## config.mk

```make
export PLATFORM = sky130hd
export DESIGN_NAME = xfer_desc_seq
export DESIGN_NICKNAME = d
export VERILOG_FILES = /design/src/rtl/xds_pkg.sv /design/src/rtl/xds_addr_gen.sv /design/src/rtl/xds_regfile.sv /design/src/rtl/xds_ctrl.sv /design/src/rtl/xfer_desc_seq.sv
export SDC_FILE = /design/constraint.sdc
export NUM_CORES = 1
export LEC_CHECK = 0
export ABC_AREA = 1
export ABC_CLOCK_PERIOD_IN_PS = 2500
export BUFFER_PORTS_ARGS = -buffer_cell sky130_fd_sc_hd__buf_2
export CAP_MARGIN = 30
export CORE_AREA = 10 10 194 196
export DETAILED_ROUTE_END_ITERATION = 10
export DIE_AREA = 0 0 204 206
export GPL_ROUTABILITY_DRIVEN = 0
export MAX_ROUTING_LAYER = met4
export PLACE_DENSITY = 0.73
export SLEW_MARGIN = 20
export SYNTH_ARGS = -nofsm -noshare
export SYNTH_HDL_FRONTEND = slang
export SYNTH_SLANG_ARGS = --single-unit
```

## constraint.sdc

```tcl
create_clock -name clk -period 2.5 [get_ports clk]
set_clock_uncertainty 0.15 [all_clocks]
set_input_delay 0 -clock clk [delete_from_list [all_inputs] [get_ports clk]]
set_output_delay 0 -clock clk [all_outputs]
set_load 0.005 [all_outputs]
```

## src/rtl/xds_pkg.sv

```systemverilog
package xds_pkg;
   localparam int DESC_WORDS = 6;
   localparam int IDX_W      = $clog2(DESC_WORDS);

   localparam int WI_MODE_A = 0;
   localparam int WI_MODE_B = 1;
   localparam int WI_SRC    = 2;
   localparam int WI_DST    = 3;
   localparam int WI_CNT_A  = 4;
   localparam int WI_CNT_B  = 5;

   typedef enum logic [2:0] {
      S_IDLE  = 3'd0,
      S_FETCH = 3'd1,
      S_RUN   = 3'd2,
      S_WBACK = 3'd3,
      S_EVENT = 3'd4
   } seq_state_t;
endpackage

```

## src/rtl/xds_addr_gen.sv

```systemverilog
module xds_addr_gen #(
   parameter int ADDR_W     = 32,
   parameter int WORD_BYTES = 4,
   parameter int IDX_W      = 3
) (
   input  logic [ADDR_W-1:0] base,
   input  logic [IDX_W-1:0]  idx,
   output logic [ADDR_W-1:0] addr
);
   localparam bit POW2  = (WORD_BYTES & (WORD_BYTES - 1)) == 0;
   localparam int SHIFT = $clog2(WORD_BYTES);

   initial begin
      AST_WORD_BYTES_POS: assert (WORD_BYTES > 0);
      AST_IDX_FITS: assert (IDX_W < ADDR_W);
   end

   generate
      if (POW2) begin : g_shift
         assign addr = base + (ADDR_W'(idx) << SHIFT);
      end else begin : g_mult
         assign addr = base + ADDR_W'(idx) * ADDR_W'(WORD_BYTES);
      end
   endgenerate
endmodule

```

## src/rtl/xds_regfile.sv

```systemverilog
module xds_regfile #(
   parameter int DATA_W = 32,
   parameter int NWORDS = 6,
   parameter int IDX_W  = 3
) (
   input  logic                          clk,
   input  logic                          rst_n,
   input  logic                          ld_en,
   input  logic [IDX_W-1:0]              ld_idx,
   input  logic [DATA_W-1:0]             ld_data,
   input  logic                          upd_en,
   input  logic [NWORDS-1:0][DATA_W-1:0] upd_data,
   input  logic [IDX_W-1:0]              rd_idx,
   output logic [NWORDS-1:0][DATA_W-1:0] regs,
   output logic [DATA_W-1:0]             rd_data
);
   initial begin
      AST_NWORDS_FIT: assert (NWORDS <= (1 << IDX_W));
   end

   generate
      for (genvar g = 0; g < NWORDS; g++) begin : g_word
         always_ff @(posedge clk or negedge rst_n) begin
            if (!rst_n) begin
               regs[g] <= '0;
            end else if (upd_en) begin
               regs[g] <= upd_data[g];
            end else if (ld_en && (ld_idx == IDX_W'(g))) begin
               regs[g] <= ld_data;
            end
         end
      end
   endgenerate

   always_comb begin
      rd_data = '0;
      for (int k = 0; k < NWORDS; k++) begin
         if (rd_idx == IDX_W'(k)) rd_data = regs[k];
      end
   end

   AST_NO_DUAL_WRITE: assert property (@(posedge clk) disable iff (!rst_n)
      !(ld_en && upd_en));
endmodule

```

## src/rtl/xds_ctrl.sv

```systemverilog
module xds_ctrl
   import xds_pkg::*;
#(
   parameter int ADDR_W = 32,
   parameter int NWORDS = 6,
   parameter int IW     = 3
) (
   input  logic              clk,
   input  logic              rst_n,
   input  logic              act_req,
   input  logic [ADDR_W-1:0] act_base,
   input  logic              mem_gnt,
   input  logic              mem_rvalid,
   input  logic              eng_done,
   output logic              mem_req,
   output logic              mem_we,
   output logic [IW-1:0]     cur_idx,
   output logic [ADDR_W-1:0] cur_base,
   output logic              ld_en,
   output logic              upd_en,
   output logic              eng_start,
   output logic              busy,
   output logic              done_evt
);
   localparam logic [IW-1:0] LAST_IDX = IW'(NWORDS - 1);

   seq_state_t        state_q;
   logic [IW-1:0]     idx_q;
   logic              rd_wait_q;
   logic              start_q;
   logic              pend_q;
   logic [ADDR_W-1:0] pend_base_q;
   logic [ADDR_W-1:0] base_q;
   logic              idle;

   assign idle = (state_q == S_IDLE);

   // pending slot and active base
   always_ff @(posedge clk or negedge rst_n) begin
      if (!rst_n) begin
         pend_q      <= 1'b0;
         pend_base_q <= '0;
         base_q      <= '0;
      end else if (idle) begin
         if (pend_q) begin
            base_q <= pend_base_q;
            pend_q <= act_req;
            if (act_req) pend_base_q <= act_base;
         end else if (act_req) begin
            base_q <= act_base;
         end
      end else if (act_req && !pend_q) begin
         pend_q      <= 1'b1;
         pend_base_q <= act_base;
      end
   end

   // activation sequence
   always_ff @(posedge clk or negedge rst_n) begin
      if (!rst_n) begin
         state_q   <= S_IDLE;
         idx_q     <= '0;
         rd_wait_q <= 1'b0;
         start_q   <= 1'b0;
      end else begin
         start_q <= 1'b0;
         case (state_q)
            S_IDLE: begin
               if (act_req || pend_q) begin
                  state_q   <= S_FETCH;
                  idx_q     <= '0;
                  rd_wait_q <= 1'b0;
               end
            end
            S_FETCH: begin
               if (!rd_wait_q) begin
                  if (mem_gnt) rd_wait_q <= 1'b1;
               end else if (mem_rvalid) begin
                  rd_wait_q <= 1'b0;
                  if (idx_q == LAST_IDX) begin
                     state_q <= S_RUN;
                     start_q <= 1'b1;
                  end else begin
                     idx_q <= idx_q + 1'b1;
                  end
               end
            end
            S_RUN: begin
               if (eng_done) begin
                  state_q <= S_WBACK;
                  idx_q   <= '0;
               end
            end
            S_WBACK: begin
               if (mem_gnt) begin
                  if (idx_q == LAST_IDX) state_q <= S_EVENT;
                  else                   idx_q   <= idx_q + 1'b1;
               end
            end
            S_EVENT: state_q <= S_IDLE;
            default: state_q <= S_IDLE;
         endcase
      end
   end

   assign mem_req   = ((state_q == S_FETCH) && !rd_wait_q) || (state_q == S_WBACK);
   assign mem_we    = (state_q == S_WBACK);
   assign cur_idx   = idx_q;
   assign cur_base  = base_q;
   assign ld_en     = (state_q == S_FETCH) && rd_wait_q && mem_rvalid;
   assign upd_en    = (state_q == S_RUN) && eng_done;
   assign eng_start = start_q;
   assign busy      = !idle;
   assign done_evt  = (state_q == S_EVENT);

   AST_IDX_BOUND: assert property (@(posedge clk) disable iff (!rst_n)
      idx_q <= LAST_IDX);
   AST_REQ_HOLD: assert property (@(posedge clk) disable iff (!rst_n)
      mem_req && !mem_gnt |=> mem_req && $stable(idx_q) && $stable(mem_we));
   AST_START_AFTER_DATA: assert property (@(posedge clk) disable iff (!rst_n)
      eng_start |-> $past(mem_rvalid));
   AST_START_PULSE: assert property (@(posedge clk) disable iff (!rst_n)
      eng_start |=> !eng_start);
   AST_EVT_AFTER_GNT: assert property (@(posedge clk) disable iff (!rst_n)
      done_evt |-> $past(mem_gnt && mem_we));
   AST_EVT_PULSE: assert property (@(posedge clk) disable iff (!rst_n)
      done_evt |=> !done_evt);
   AST_PEND_KEEP: assert property (@(posedge clk) disable iff (!rst_n)
      pend_q && !idle |=> pend_q);
endmodule

```

## src/rtl/xfer_desc_seq.sv

```systemverilog
module xfer_desc_seq
   import xds_pkg::*;
#(
   parameter int ADDR_W = 32,
   parameter int DATA_W = 32
) (
   input  logic              clk,
   input  logic              rst_n,
   input  logic              act_req,
   input  logic [ADDR_W-1:0] act_base,
   output logic              mem_req,
   output logic              mem_we,
   output logic [ADDR_W-1:0] mem_addr,
   output logic [DATA_W-1:0] mem_wdata,
   input  logic              mem_gnt,
   input  logic              mem_rvalid,
   input  logic [DATA_W-1:0] mem_rdata,
   output logic              eng_start,
   output logic [DATA_W-1:0] eng_mode_a,
   output logic [DATA_W-1:0] eng_mode_b,
   output logic [DATA_W-1:0] eng_src,
   output logic [DATA_W-1:0] eng_dst,
   output logic [DATA_W-1:0] eng_cnt_a,
   output logic [DATA_W-1:0] eng_cnt_b,
   input  logic              eng_done,
   input  logic [DATA_W-1:0] eng_upd_mode_a,
   input  logic [DATA_W-1:0] eng_upd_mode_b,
   input  logic [DATA_W-1:0] eng_upd_src,
   input  logic [DATA_W-1:0] eng_upd_dst,
   input  logic [DATA_W-1:0] eng_upd_cnt_a,
   input  logic [DATA_W-1:0] eng_upd_cnt_b,
   output logic              busy,
   output logic              done_evt
);
   localparam int WORD_BYTES = DATA_W / 8;

   initial begin
      AST_DATA_BYTES: assert (DATA_W % 8 == 0 && DATA_W >= 8);
      AST_ADDR_WIDE: assert (ADDR_W >= 8);
   end

   logic [IDX_W-1:0]                  cur_idx;
   logic [ADDR_W-1:0]                 cur_base;
   logic                              ld_en, upd_en;
   logic [DESC_WORDS-1:0][DATA_W-1:0] regs, upd_vec;

   assign upd_vec[WI_MODE_A] = eng_upd_mode_a;
   assign upd_vec[WI_MODE_B] = eng_upd_mode_b;
   assign upd_vec[WI_SRC]    = eng_upd_src;
   assign upd_vec[WI_DST]    = eng_upd_dst;
   assign upd_vec[WI_CNT_A]  = eng_upd_cnt_a;
   assign upd_vec[WI_CNT_B]  = eng_upd_cnt_b;

   xds_ctrl #(.ADDR_W(ADDR_W), .NWORDS(DESC_WORDS), .IW(IDX_W)) i_ctrl (
      .clk(clk), .rst_n(rst_n), .act_req(act_req), .act_base(act_base),
      .mem_gnt(mem_gnt), .mem_rvalid(mem_rvalid), .eng_done(eng_done),
      .mem_req(mem_req), .mem_we(mem_we), .cur_idx(cur_idx), .cur_base(cur_base),
      .ld_en(ld_en), .upd_en(upd_en), .eng_start(eng_start),
      .busy(busy), .done_evt(done_evt)
   );

   xds_addr_gen #(.ADDR_W(ADDR_W), .WORD_BYTES(WORD_BYTES), .IDX_W(IDX_W)) i_addr (
      .base(cur_base), .idx(cur_idx), .addr(mem_addr)
   );

   xds_regfile #(.DATA_W(DATA_W), .NWORDS(DESC_WORDS), .IDX_W(IDX_W)) i_regs (
      .clk(clk), .rst_n(rst_n), .ld_en(ld_en), .ld_idx(cur_idx), .ld_data(mem_rdata),
      .upd_en(upd_en), .upd_data(upd_vec), .rd_idx(cur_idx),
      .regs(regs), .rd_data(mem_wdata)
   );

   assign eng_mode_a = regs[WI_MODE_A];
   assign eng_mode_b = regs[WI_MODE_B];
   assign eng_src    = regs[WI_SRC];
   assign eng_dst    = regs[WI_DST];
   assign eng_cnt_a  = regs[WI_CNT_A];
   assign eng_cnt_b  = regs[WI_CNT_B];

   AST_ADDR_HOLD: assert property (@(posedge clk) disable iff (!rst_n)
      mem_req && !mem_gnt |=> $stable(mem_addr) && $stable(mem_wdata));
   AST_EVT_BUSY: assert property (@(posedge clk) disable iff (!rst_n)
      done_evt |-> busy && !mem_req);
endmodule

```

# Word-level counts from Yosys, hierarchy flattened
# Index checks and enable logic that the tools add are counted.
[classes]
muxes = 50
n_reduce_logical = 33
add_sub_neg = 2
eq_ne = 18
[op_table]
columns = ["cell", "n"]
rows = [
  ["$mux 32", 23],
  ["$mux 3", 13],
  ["$add 32x5->32", 1],
  ["$pmux 3 s4", 2],
  ["$reduce_bool 2->1", 9],
  ["$eq 3x2->1 const B", 4],
  ["$logic_and 1x1->1", 11],
  ["$mux 1", 11],
  ["$ne 2x1->1 const B", 5],
  ["$eq 3x3->1 const B", 3],
  ["$ne 2x2->1 const B", 4],
  ["$reduce_and 7->1", 1],
  ["$eq 3x1->1 const B", 2],
  ["$logic_not 3->1", 2],
  ["$reduce_and 6->1", 1],
  ["$reduce_and 2->1", 2],
  ["$reduce_bool 4->1", 1],
  ["$add 3x1->3 const B", 1],
  ["$logic_not 1->1", 3],
  ["$reduce_and 3->1", 1],
  ["$logic_or 1x1->1", 2],
  ["$pmux 1 s2", 1],
]
[totals]
out_inout_bits = 261
input_bits = 262
register_bits = 265
word_cells = 116

# Logic depth before layout (Yosys ltp)
[depth]
depth_word = 7
depth_mapped = 11
ltp_nobuf = 11

# Hierarchy
# Synthesis repeated with hierarchy kept, for this count alone.
[hier_totals]
cells_unflattened = 1848
area_unflattened_um2 = 13999.7
[modules_own_cells]
columns = ["mod", "seq_area_each_um2", "area_per_inst_um2", "instances", "cells_each"]
rows = [
  ["xds_regfile", 4804.6, 9663.0, 1, 1263],
  ["xds_ctrl", 1826.8, 3383.2, 1, 393],
  ["xds_addr_gen", 0.0, 953.4, 1, 192],
]

# Worst setup path after synthesis
# No wires, ideal clock.
[synth_path]
path_type = "register to output"
from = "register i_ctrl.idx_q[0], in the netlist i_ctrl.cur_idx[0]"
to = "output mem_addr[28]"
n_path_buf = 0
stages_incl_launch_ff = 11
slack_ns = 0.411
arrival_ns = 1.939
t_required_ns = 2.350
path_cell_list = "dfrtp_1 > ha_1 > inv_1 > fa_1 > inv_1 > nand2_1 > a21oi_1 > nand2_1 > nor2_1 > nand2_1 > xor2_1"
[synth_between]
elab_chain_len = 1
[synth_lines]
columns = ["element", "line_no", "text"]
rows = [
  ["from (decl)", "xds_ctrl.sv:28", "logic [IW-1:0] idx_q;"],
  ["from (signal assigned)", "xds_ctrl.sv:84", "idx_q <= idx_q + 1'b1;"],
  ["from (signal assigned)", "xds_ctrl.sv:97", "else idx_q <= idx_q + 1'b1;"],
  ["$add 32x5->32", "xds_addr_gen.sv:20", "assign addr = base + (ADDR_W'(idx) << SHIFT);"],
  ["to (decl)", "xfer_desc_seq.sv:13", "output logic [ADDR_W-1:0] mem_addr,"],
]
# No other way between the ends.

# Worst setup path in the final report
[layout_path]
from = "register i_ctrl.idx_q[0], in the netlist i_ctrl.cur_idx[0]"
to = "output mem_addr[16]"
# The elaborated chain is that of the path after synthesis.

==> flow_metrics.env <==
export IMPL_layout_nets=3308
export IMPL_endpoint_kind="output pin"
export IMPL_dr_pass1_iters=7
export IMPL_synthTopCellsByArea="dfrtp_1 44%, nand2_1 27%, nand3_1 7.8%"
export IMPL_fmax_ghz=0.375
export IMPL_antenna_found_initial=6
export IMPL_reg2reg_depth=12
export IMPL_cts_clk_slew_worst_paths_ps=60
export IMPL_hold_viol_final=0
export IMPL_fin_crit_ps=2670
export IMPL_dp_hpwl_mm=48.7
export IMPL_rr_startpoint="i_ctrl.cur_idx[0]"
export IMPL_hold_depth=6
export IMPL_io_pins=523
export IMPL_switching_share_pct=44.6
export IMPL_p_switching_w=0.0124
export IMPL_clkPwrFrac_pct=16.9
export IMPL_preCtsSetupSlack_ps=180
export IMPL_ir_worst_vdd_mv=1.04
export IMPL_cp_max_fo=5
export IMPL_clock_latency_ps=560
export IMPL_final_cell_mix="1052 x nand2_1, 510 x buf_2, 263 x dlygate4sd3_1, 263 x dfrtp_1, 170 x inv_1"
export IMPL_finalCritPeriodShare_pct=107
export IMPL_static_leakage_power_nw=12.6
export IMPL_rsz0062_at_grt="true"
export IMPL_die_area_sq_um=42000
export IMPL_routedWlPerCell_um=21.8
export IMPL_synth_yosys_seq_area_share_pct=44.0
export IMPL_num_vias=19700
export IMPL_track_usage_pct=34.4
export IMPL_hold_start="eng_upd_dst[8]"
export IMPL_syn_area_sq_um=15100
export IMPL_setup_viol=39
export IMPL_first_global_vias=19600
export IMPL_synth_seq_cells=265
export IMPL_worstSetupPathType="flop to output pin"
export IMPL_finalMaxSlewViolations=0
export IMPL_internal_power_w=0.0154
export IMPL_maxCapViolCount=0
export IMPL_cts_tree="yes"
export IMPL_grt_pass1_wl_mm=110
export IMPL_cts_buffers=30
export IMPL_fin_cells=3520
export IMPL_status="finished with violations"
export IMPL_synth_distinct_cells=30
export IMPL_die_height_um=206
export IMPL_syn_area_per_cell_sq_um=6.71
export IMPL_grt_overflow=0
export IMPL_place_inst=3149
export IMPL_crit_arrival_ps=2520
export IMPL_clk_path_buf_depth=3
export IMPL_h_tree_depth=1
export IMPL_power_density_nw_per_um2=1160
export IMPL_relSlewSlack_pct=53.7
export IMPL_worst_pin_slew_ps=694
export IMPL_placed_cell_area_sq_um=18400
export IMPL_timing_rr_end="i_regs.regs[178]"
export IMPL_violations="setup timing"
export IMPL_drive_above_1_share_pct=28.5
export IMPL_tns_ps=-2760
export IMPL_clkSinkCount=265
export IMPL_grt_start_max_net_pins=79
export IMPL_synth_nets=2517
export IMPL_ys_warn_count=0
export IMPL_cts_root_buf="clkbuf_16"
export IMPL_r2r_slack_ps=60
export IMPL_synth_top_area_share_pct=44.0
export IMPL_portBuffers=522
export IMPL_p_comb_share_pct=54.0
export IMPL_layout_setup_ws_ps=-170
export IMPL_drt_iter0_drc=2234
export IMPL_seqPwrFrac_pct=29.1
export IMPL_cp_required_ps=2350
export IMPL_min_to="i_regs.regs[104]"
export IMPL_routed_wirelength_mm=76.8
export IMPL_critPathLaunchType="flop"
export IMPL_final_area_sq_um=23900
export IMPL_area_growth_syn_to_layout_pct=58.6
export IMPL_num_rows=68
export IMPL_layout_commonest_cell="nand2_1"
export IMPL_drc_errors=0
export IMPL_min_path_type="primary input to flop"
export IMPL_netlist_instances=2246
export IMPL_die_w_um=204
export IMPL_core_area_sq_um=33900
export IMPL_via_per_inst=5.59
export IMPL_synth_top_cell_by_area="dfrtp_1"
export IMPL_antenna_left=0
export IMPL_start_util_pct=44.4
==> Yosys cell counts <==
cell type / instances
nand2_1: 1098
dfrtp_1: 265
nand3_1: 235
inv_1: 181
o21ai_0: 164
nor2_1: 69
clkbuf_1: 54
buf_2: 51
o211ai_1: 25
xor2_1: 23
nor3_1: 16
buf_1: 13
buf_4: 8
ha_1: 8
o21a_1: 8
nand4_1: 6
inv_2: 4
nand2_2: 3
clkbuf_2: 2
nand3b_1: 2
or2_2: 2
a21oi_1: 1
a21oi_2: 1
clkinv_1: 1
fa_1: 1
nand3_2: 1
nor2_2: 1
nor3_4: 1
nor4_1: 1
xnor2_1: 1
==> how the worst max path moves through the flow <==
stage	startpoint	end	slack (ps)	depth (start not counted)
after detailed placement	i_ctrl.cur_idx[1]	i_ctrl.state_q[1]	180	10
final	i_ctrl.cur_idx[0]	mem_addr[16]	-170	11
after global routing	i_ctrl.cur_idx[0]	mem_addr[16]	-270	11
after global placement	i_ctrl.cur_idx[1]	i_ctrl.state_q[1]	270	10
after floorplan	i_ctrl.cur_idx[0]	mem_addr[28]	410	10
after CTS	i_ctrl.cur_base[2]	mem_addr[28]	-150	12
==> metal layers <==
metal / up-vias / global-route usage, % / share of wire, %
met5: - / - / 0
met4: 0 / 22.4 / 7.0
met3: 406 / 8.39 / 12
met2: 1613 / 53.2 / 46
met1: 9054 / 39.7 / 36
li1: 8600 / - / -
==> critical path, stage by stage (launching register included) <==
cell and delay, ps:
dfrtp_2 420, ha_4 160, inv_2 40, fa_2 350, inv_2 80, nand2_2 60, a21oi_2 130, buf_6 150
nand3_4 110, nor2_4 150, xor2_1 170, buf_2 140
==> layout make-up <==
class | count | area [sq um]
multi-input combinational | 1667 | 8100
clock buffer | 44 | 915
tap | 455 | 569
fill | 2461 | 10000
clock inverter | 10 | 129
sequential | 265 | 6630
timing repair buffer | 887 | 6820
inverter | 186 | 743
antenna | 6 | 15.0
==> through the flow <==
stage	utilization, %	total power [W]	hold WS (ps)
after CTS	66.9	0.0254	88.6
after global placement	54.1	0.0193	-110
after detailed placement	54.1	0.0197	-112
after floorplan	-	0.0137	-446
after global routing	70.5	0.0294	142
final	70.5	0.0278	120
==> kinds of logic (layout without fill, tap and decap cells) <==
group | Yosys count | count (layout) | synth area share [%]
xor+xnor | 24 | 24 | 1.39
buf+inv | 314 | 1127 | 8.46
flops | 265 | 265 | 44.0
simple gates | 1435 | 1435 | 38.2
other cells | 0 | 6 | 0
compound gates | 199 | 199 | 7.18
fa+ha+maj | 9 | 9 | 0.797
==> power by group through the flow <==
stage               registers [W]  logic, W  clock network [W]
floorplan                 0.00774   0.00599                  0
global placement          0.00787    0.0115                  0
detailed placement        0.00797    0.0117                  0
CTS                       0.00793    0.0128            0.00471
global route              0.00825    0.0163            0.00490
finish                    0.00809    0.0150            0.00471
==> flip-flops by register name, indices dropped and copies added (netlist names) <==
signal              flops
i_ctrl.pend_q           1
i_ctrl.cur_idx          3
i_ctrl.cur_base        32
i_regs.regs           192
i_ctrl.eng_start        1
i_ctrl.rd_wait_q        1
i_ctrl.pend_base_q     32
i_ctrl.state_q          3
==> repair_timing <==
action	CTS	global route
setup buffers	19	10
hold buffers	263	0
pin swaps	10	64
hold endpoints to repair	530	0
cloned	6	14
setup endpoints to repair	57	89
resized for setup	88	197
Note: power is estimated with default switching activity, not from simulation.
